===== config.mk =====
export PLATFORM = sky130hd
export DESIGN_NAME = edge_mon
export DESIGN_NICKNAME = d
export VERILOG_FILES = /design/src/rtl/edge_mon_pkg.sv /design/src/rtl/edge_mon_reload.sv /design/src/rtl/edge_mon_order.sv /design/src/rtl/edge_mon_vern.sv /design/src/rtl/edge_mon.sv
export SDC_FILE = /design/constraint.sdc
export NUM_CORES = 1
export LEC_CHECK = 0
export ABC_AREA = 1
export BUFFER_PORTS_ARGS = -buffer_cell sky130_fd_sc_hd__clkbuf_2
export CAP_MARGIN = 20
export CORE_ASPECT_RATIO = 1.4
export CORE_MARGIN = 8
export CORE_UTILIZATION = 45
export DETAILED_ROUTE_END_ITERATION = 10
export HOLD_SLACK_MARGIN = 0.02
export PLACE_DENSITY = 0.7
export SYNTH_ARGS = -nofsm -noshare
export SYNTH_HDL_FRONTEND = slang
export SYNTH_HIERARCHICAL = 1
export SYNTH_SLANG_ARGS = --single-unit

===== constraint.sdc =====
create_clock -name clk -period 1.35 [get_ports clk]
set_input_delay 0 -clock clk [delete_from_list [all_inputs] [get_ports clk]]
set_output_delay 0 -clock clk [all_outputs]
set_load 0.02 [all_outputs]

===== src/rtl/edge_mon_pkg.sv =====
package edge_mon_pkg;
  localparam int NUM_EDGE = 4;
  localparam int TAG_W    = $clog2(NUM_EDGE);
  localparam int STS_W    = 16;
  localparam int EVT_W    = 8;

  // packed order matches status bit positions 7..0
  typedef struct packed {
    logic             lost;
    logic             order;
    logic             wrap;
    logic             mono;
    logic [NUM_EDGE-1:0] fail;
  } evt_t;
endpackage


===== src/rtl/edge_mon_reload.sv =====
module edge_mon_reload
  import edge_mon_pkg::*;
#(
  parameter int N = NUM_EDGE
) (
  input  logic         clk,
  input  logic         rst_n,
  input  logic [N-1:0] load_i,
  input  logic [N-1:0] done_i,
  output logic         err_o
);
  logic [N-1:0] busy_q;
  logic [N-1:0] early;

  for (genvar i = 0; i < N; i++) begin : g_cnt
    assign early[i] = load_i[i] & busy_q[i] & ~done_i[i];

    always_ff @(posedge clk or negedge rst_n) begin
      if (!rst_n)         busy_q[i] <= 1'b0;
      else if (load_i[i]) busy_q[i] <= 1'b1;
      else if (done_i[i]) busy_q[i] <= 1'b0;
    end

    // a load always leaves the counter counting
    a_r2_load_busy : assert property (@(posedge clk) disable iff (!rst_n)
      load_i[i] |=> busy_q[i]);
  end

  assign err_o = |early;

  // a reload accompanied by done is never flagged
  a_r10_done_reload : assert property (@(posedge clk) disable iff (!rst_n)
    err_o |-> |(load_i & ~done_i));
endmodule


===== src/rtl/edge_mon_order.sv =====
module edge_mon_order
  import edge_mon_pkg::*;
#(
  parameter int N  = NUM_EDGE,
  parameter int TW = TAG_W
) (
  input  logic            clk,
  input  logic            rst_n,
  input  logic            clr_i,
  input  logic [N-1:0]    stb_i,
  input  logic [N*TW-1:0] tag_i,
  output logic            err_o
);
  localparam int CNT_W = $clog2(N + 1);

  logic [TW-1:0]    exp_q;
  logic [CNT_W-1:0] n_stb;
  logic [N-1:0]     bad;

  for (genvar i = 0; i < N; i++) begin : g_tag
    assign bad[i] = stb_i[i] & (tag_i[i*TW +: TW] != exp_q);
  end

  always_comb begin
    n_stb = '0;
    for (int i = 0; i < N; i++) n_stb = n_stb + CNT_W'(stb_i[i]);
  end

  assign err_o = (n_stb > CNT_W'(1)) | (|bad);

  always_ff @(posedge clk or negedge rst_n) begin
    if (!rst_n)     exp_q <= '0;
    else if (clr_i) exp_q <= '0;
    else            exp_q <= exp_q + TW'(n_stb);
  end

  // simultaneous completions always count as an order fault
  a_r3_multi : assert property (@(posedge clk) disable iff (!rst_n)
    ($countones(stb_i) > 1) |-> err_o);
  // no strobes, expected tag holds
  a_r3_tag_hold : assert property (@(posedge clk) disable iff (!rst_n)
    (stb_i == '0 && !clr_i) |=> $stable(exp_q));
  // clear restarts the tag sequence
  a_r8_tag_clr : assert property (@(posedge clk) disable iff (!rst_n)
    clr_i |=> exp_q == '0);
endmodule


===== src/rtl/edge_mon_vern.sv =====
module edge_mon_vern #(
  parameter int DLY_W = 12
) (
  input  logic             clk,
  input  logic             rst_n,
  input  logic             vld_i,
  input  logic [DLY_W-1:0] dly_i,
  output logic             err_o
);
  logic             pv_q;
  logic [DLY_W-1:0] last_q;

  always_ff @(posedge clk or negedge rst_n) begin
    if (!rst_n) begin
      pv_q   <= 1'b0;
      last_q <= '0;
    end else begin
      pv_q <= vld_i;
      if (vld_i) last_q <= dly_i;
    end
  end

  assign err_o = vld_i & pv_q & (dly_i <= last_q);

  // history follows every valid value
  a_r5_history : assert property (@(posedge clk) disable iff (!rst_n)
    vld_i |=> (pv_q && last_q == $past(dly_i)));
  // after an idle cycle nothing is flagged
  a_r6_idle_skip : assert property (@(posedge clk) disable iff (!rst_n)
    !vld_i |=> !err_o);
endmodule


===== src/rtl/edge_mon.sv =====
module edge_mon
  import edge_mon_pkg::*;
#(
  parameter int DLY_W    = 12,
  parameter int ADDR_W   = 4,
  parameter int STS_ADDR = 0
) (
  input  logic                   clk,
  input  logic                   rst_n,
  input  logic                   clr_i,
  input  logic [NUM_EDGE-1:0]    cnt_load_i,
  input  logic [NUM_EDGE-1:0]    cnt_done_i,
  input  logic [NUM_EDGE-1:0]    fin_stb_i,
  input  logic [NUM_EDGE*TAG_W-1:0] fin_tag_i,
  input  logic                   res_carry_i,
  input  logic                   cal_carry_i,
  input  logic                   drv_vld_i,
  input  logic [DLY_W-1:0]       drv_dly_i,
  input  logic                   cmp_vld_i,
  input  logic [DLY_W-1:0]       cmp_dly_i,
  input  logic [NUM_EDGE-1:0]    edge_fail_i,
  input  logic [NUM_EDGE-1:0]    win_fail_i,
  input  logic                   rd_en_i,
  input  logic [ADDR_W-1:0]      rd_addr_i,
  output logic                   rd_valid_o,
  output logic [STS_W-1:0]       rd_data_o
);
  localparam logic [ADDR_W-1:0] SEL = ADDR_W'(STS_ADDR);

  logic lost_err, order_err, drv_err, cmp_err;
  evt_t evt, sts_q;
  logic rd_valid_q;
  logic [STS_W-1:0] rd_data_q;

  edge_mon_reload #(.N(NUM_EDGE)) u_reload (
    .clk(clk), .rst_n(rst_n), .load_i(cnt_load_i), .done_i(cnt_done_i),
    .err_o(lost_err));

  edge_mon_order #(.N(NUM_EDGE), .TW(TAG_W)) u_order (
    .clk(clk), .rst_n(rst_n), .clr_i(clr_i), .stb_i(fin_stb_i),
    .tag_i(fin_tag_i), .err_o(order_err));

  edge_mon_vern #(.DLY_W(DLY_W)) u_drv (
    .clk(clk), .rst_n(rst_n), .vld_i(drv_vld_i), .dly_i(drv_dly_i),
    .err_o(drv_err));

  edge_mon_vern #(.DLY_W(DLY_W)) u_cmp (
    .clk(clk), .rst_n(rst_n), .vld_i(cmp_vld_i), .dly_i(cmp_dly_i),
    .err_o(cmp_err));

  always_comb begin
    evt       = '0;
    evt.lost  = lost_err;
    evt.order = order_err;
    evt.wrap  = res_carry_i | cal_carry_i;
    evt.mono  = drv_err | cmp_err;
    for (int k = 0; k < NUM_EDGE; k++) evt.fail[k] = edge_fail_i[k] | win_fail_i[k];
  end

  always_ff @(posedge clk or negedge rst_n) begin
    if (!rst_n)     sts_q <= '0;
    else if (clr_i) sts_q <= '0;
    else            sts_q <= sts_q | evt;
  end

  always_ff @(posedge clk or negedge rst_n) begin
    if (!rst_n) begin
      rd_valid_q <= 1'b0;
      rd_data_q  <= '0;
    end else begin
      rd_valid_q <= rd_en_i;
      if (rd_en_i)
        rd_data_q <= (rd_addr_i == SEL) ? {{(STS_W-EVT_W){1'b0}}, sts_q} : '0;
    end
  end

  assign rd_valid_o = rd_valid_q;
  assign rd_data_o  = rd_data_q;

  // unused upper bits never read as one
  a_r1_upper_zero : assert property (@(posedge clk) disable iff (!rst_n)
    rd_valid_o |-> rd_data_o[STS_W-1:EVT_W] == '0);
  // one response per request, one cycle later
  a_r9_resp : assert property (@(posedge clk) disable iff (!rst_n)
    rd_en_i |=> rd_valid_o);
  a_r9_no_resp : assert property (@(posedge clk) disable iff (!rst_n)
    !rd_en_i |=> !rd_valid_o);
  // without clear no bit ever drops
  a_r8_sticky : assert property (@(posedge clk) disable iff (!rst_n)
    !clr_i |=> ((sts_q & $past(sts_q)) == $past(sts_q)));
  a_r8_clear : assert property (@(posedge clk) disable iff (!rst_n)
    clr_i |=> sts_q == '0);
  // adder carry sets wrap bit
  a_r4_wrap : assert property (@(posedge clk) disable iff (!rst_n)
    ((res_carry_i || cal_carry_i) && !clr_i) |=> sts_q.wrap);
endmodule


==> summary.md <==
| Metric | Value |
|---|---|
| Starting Density | between 40% and 50% |
| Diodes inserted | 0 |
| Async set-reset flop share out of synthesis | 100.0% |
| Worst-Margin Slew | 0.5285 ns |
| Placed inst area | 0.003452 mm2 |
| DIE HEIGHT | 111.7 um |
| First-pass GRT wire length | 12.71 mm |
| Critical Path Start | fin_stb_i[0] |
| Fin area | 0.004274 mm2 |
| P_sw | about 0.0012 W |
| CP max-delay cell | fa_1 |
| Worst path max stage delay | 0.55 ns |
| Fin crit share | 115.0% |
| CP Depth | 12 |
| Arr. time, crit path | 1.74 ns |
| Syn avg cell area | 7.957 um2 |
| Worst r2r dst | sts_q[4] |
| CTS tree | built |
| ANT nets after route | 0 |
| Num Clock Sinks | 49 |
| Vias per cell | 4.697 |
| # rows | 35 |
| Setup-failing EPs final | 3 |
| Clock-pin slew on the worst setup and hold paths | 0.10 ns |
| Setup Slack @ Placement | -0.5325 ns |
| Most common cell after layout, fill and taps aside | nand2_1 |
| Synthesized area | 0.002944 mm2 |
| Max Fanout on Critical Path | 2 |
| Clk buf depth | 2 |
| RSZ-0062 raised after global routing | yes |
| Rel. slew slack | 64.77% |
| GRT Util Overall | 16.29% |
| CP Launch Type | input pin |
| Crit end category | flop |
| Status | complete, but fails checks |
| Pint | 0.002538 W |
| H-tree levels | 2 |
| Wire per inst | 12.69 um |
| Die Area | 0.009423 mm2 |
| Post-synth EDFFs | 0 |
| Worst VDD drop | 0.5656 mV |
| R2r startpoint | u_drv/last_q[11] |
| Worst Path Buf+Inv | 6 |
| Power share of the sequential group | 44.4% |
| Share of post-route cells with drive strength above 1 | 27.98% |
| WL final | 7.337 mm |
| Vias in the first global route | 2836 |
| Total gr overflow | 0 |
| Final Hold Vio Count | 0 |
| Critical Path RT | 1.53 ns |
| Final HPWL from detailed placement | 4.990 mm |
| Sw Share | 32.45% |
| Synth warnings | 6 |
| Die Width | around 84 um |
| Clk root buf | clkbuf_8 |
| R2R setup slack | -0.10 ns |
| Final WS setup | -0.2028 ns |
| Worst skew pair latency | 0.31 ns |
| Cell count after placement | 515 |
| Synth-to-Final Area Change | 45.18% |
| DRC | 0 |
| Seq/Total Area, Yosys | 41.65% |
| Crit path max-delay family | adder cells |
| Min-Delay Path Class | input pin to flop |
| I/O pin cnt | just over 80 |
| Max-slew violations | 0 |
| Pleak | 2.349 nW |
| Core box area | 0.006481 mm2 |
| Reg2reg path depth | 8 |
| Max frequency | 0.6440 GHz |
| Drt first pass iters | 4 |
| Tmin final | 1.553 ns |
| Port Buf Inserts | between 70 and 80 |
| Pin count of the biggest net entering global routing | 27 |
| Setup tns final | -0.4922 ns |
| Failing checks | setup timing |
| Final Net Count | 596 |
| WS Path Type | input pin to flop |
| Most frequent cells in the layout | nand2_1 (108), clkbuf_2 (69), inv_1 (55), dlygate4sd3_1 (51), dfrtp_1 (49) |
| PD cells | 879.2 mW/mm2 |
| Worst setup path end | u_order/exp_q[1] |
| CTS buffer count | 5 |
| Filler cells | 511 |
| Hold_ws | 0.04522 ns |
| Clock power share | 24.1% |
| Final Non-Filler Cells | 578 |
| Crit path cell chain | clkbuf_16 > inv_8 > fa_1 > inv_2 > ha_4 > inv_2 > ha_4 > buf_4 > buf_6 > xnor2_2 > xor2_1 > nor2_1 |
| Antenna violations before repair | 0 |
| Iter 0 DRT Violations | 101 |
| Cells after Synth | 370 |
| RePlAce Congestion | 0.8203 |
| Final Skew | 0.009487 ns |
| #FFs+latches synth | between 40 and 50 |
| Total number of vias | 2715 |
| Top FF cell, synth | dfrtp_1 |
| Max cap viols | 0 |
| Synth cell types | 25 |
| Gate power share | a little under a third |
## logic make-up (layout without fill, tap and decap cells)
| logic type | count (synthesis) | count (layout) | synth area share, % |
|---|---|---|---|
| buffers and inverters | 84 | 211 | 12.20 |
| adder cells (fa/ha/maj) | 29 | 29 | 12.58 |
| flip-flops | 49 | 49 | 41.65 |
| other | 1 | 8 | 0.1274 |
| AO/OA/AOI/OAI | 40 | 40 | 7.650 |
| XOR/XNOR | 3 | 3 | 0.8926 |
| AND/OR/NAND/NOR | 164 | 164 | 24.90 |
## power groups by stage
stage	clock (W)	sequential, W	combinational (W)
detailed placement	0	0.00169	0.000950
floorplan	0	0.00168	0.000661
finish	0.000905	0.00167	0.00119
global placement	0	0.00169	0.000922
CTS	0.000944	0.00167	0.00114
global route	0.000991	0.00169	0.00134
## flip-flops by register name, summed over array words and instances (netlist names)
signal / cells
u_cmp/last_q: 12
u_drv/last_q: 12
rd_data_o: 8
sts_q: 8
u_reload/busy_q: 4
u_order/exp_q: 2
rd_valid_o: 1
u_cmp/pv_q: 1
u_drv/pv_q: 1
## layer usage
| layer | vias to the layer above | global-route usage (%) | routed length, um |
|---|---|---|---|
| met5 | - | 0 | 0 |
| met4 | 0 | 5.012 | 91 |
| met3 | 9 | 3.906 | 344 |
| met2 | 65 | 30.54 | 4084 |
| met1 | 1263 | 17.24 | 2817 |
| li1 | 1378 | - | - |
## cell usage after synthesis, drive strengths merged (2+ instances only)
library cell	instances	area, um2
nand3	10	50.05
dfrtp	49	1226
o21bai	4	30.03
buf	14	96.34
o21ai	22	110.1
a21o	2	15.01
nand2	113	439.2
nand4	4	67.56
xnor2	2	17.52
ha	28	350.3
nor3	6	30.03
inv	70	262.8
nor2	31	146.4
a21oi	11	62.56
## worst min path at each step
| stage | from | to | slack [ns] | cells after the start |
|---|---|---|---|---|
| final | clr_i | sts_q[4] | 0.05 | 2 |
| after detailed placement | rst_n | sts_q[1] | 0.008 | 1 |
| after global routing | clr_i | sts_q[4] | 0.04 | 2 |
| after floorplan | rst_n | rd_data_o[0] | -0.30 | 0 |
| after CTS | clr_i | sts_q[1] | 0.03 | 2 |
| after global placement | rst_n | sts_q[1] | 0.008 | 1 |
## repair_timing
action / in CTS / in global routing
gates resized for setup: 20 / 13
endpoints found under the setup margin: 3 / 11
hold buffers: 51 / 3
endpoints found under the hold margin: 59 / 3
pin swaps: 11 / 8
gates cloned: 0 / 0
buffers inserted: 1 / 4
## layout make-up
cell class              instances  area [um2]  share of cell area [%]
multi-input cells             244        1604                   37.53
repair buffers                133       987.2                   23.10
clock inverters                 3       25.02                  0.5855
flip-flops and latches         49        1226                   28.69
well taps                      74       92.59                   2.166
inverters                      70       270.3                   6.323
clock buffers                   5       68.82                   1.610
## per-stage QoR
stage | utilization (%) | power, W
after CTS | 64.67 | 0.003749
after global routing | 65.95 | 0.004017
final | 65.95 | 0.003758
after detailed placement | 53.26 | 0.002641
after global placement | 53.26 | 0.002609
after floorplan | - | 0.002340
(Power assumes the default switching activity.)
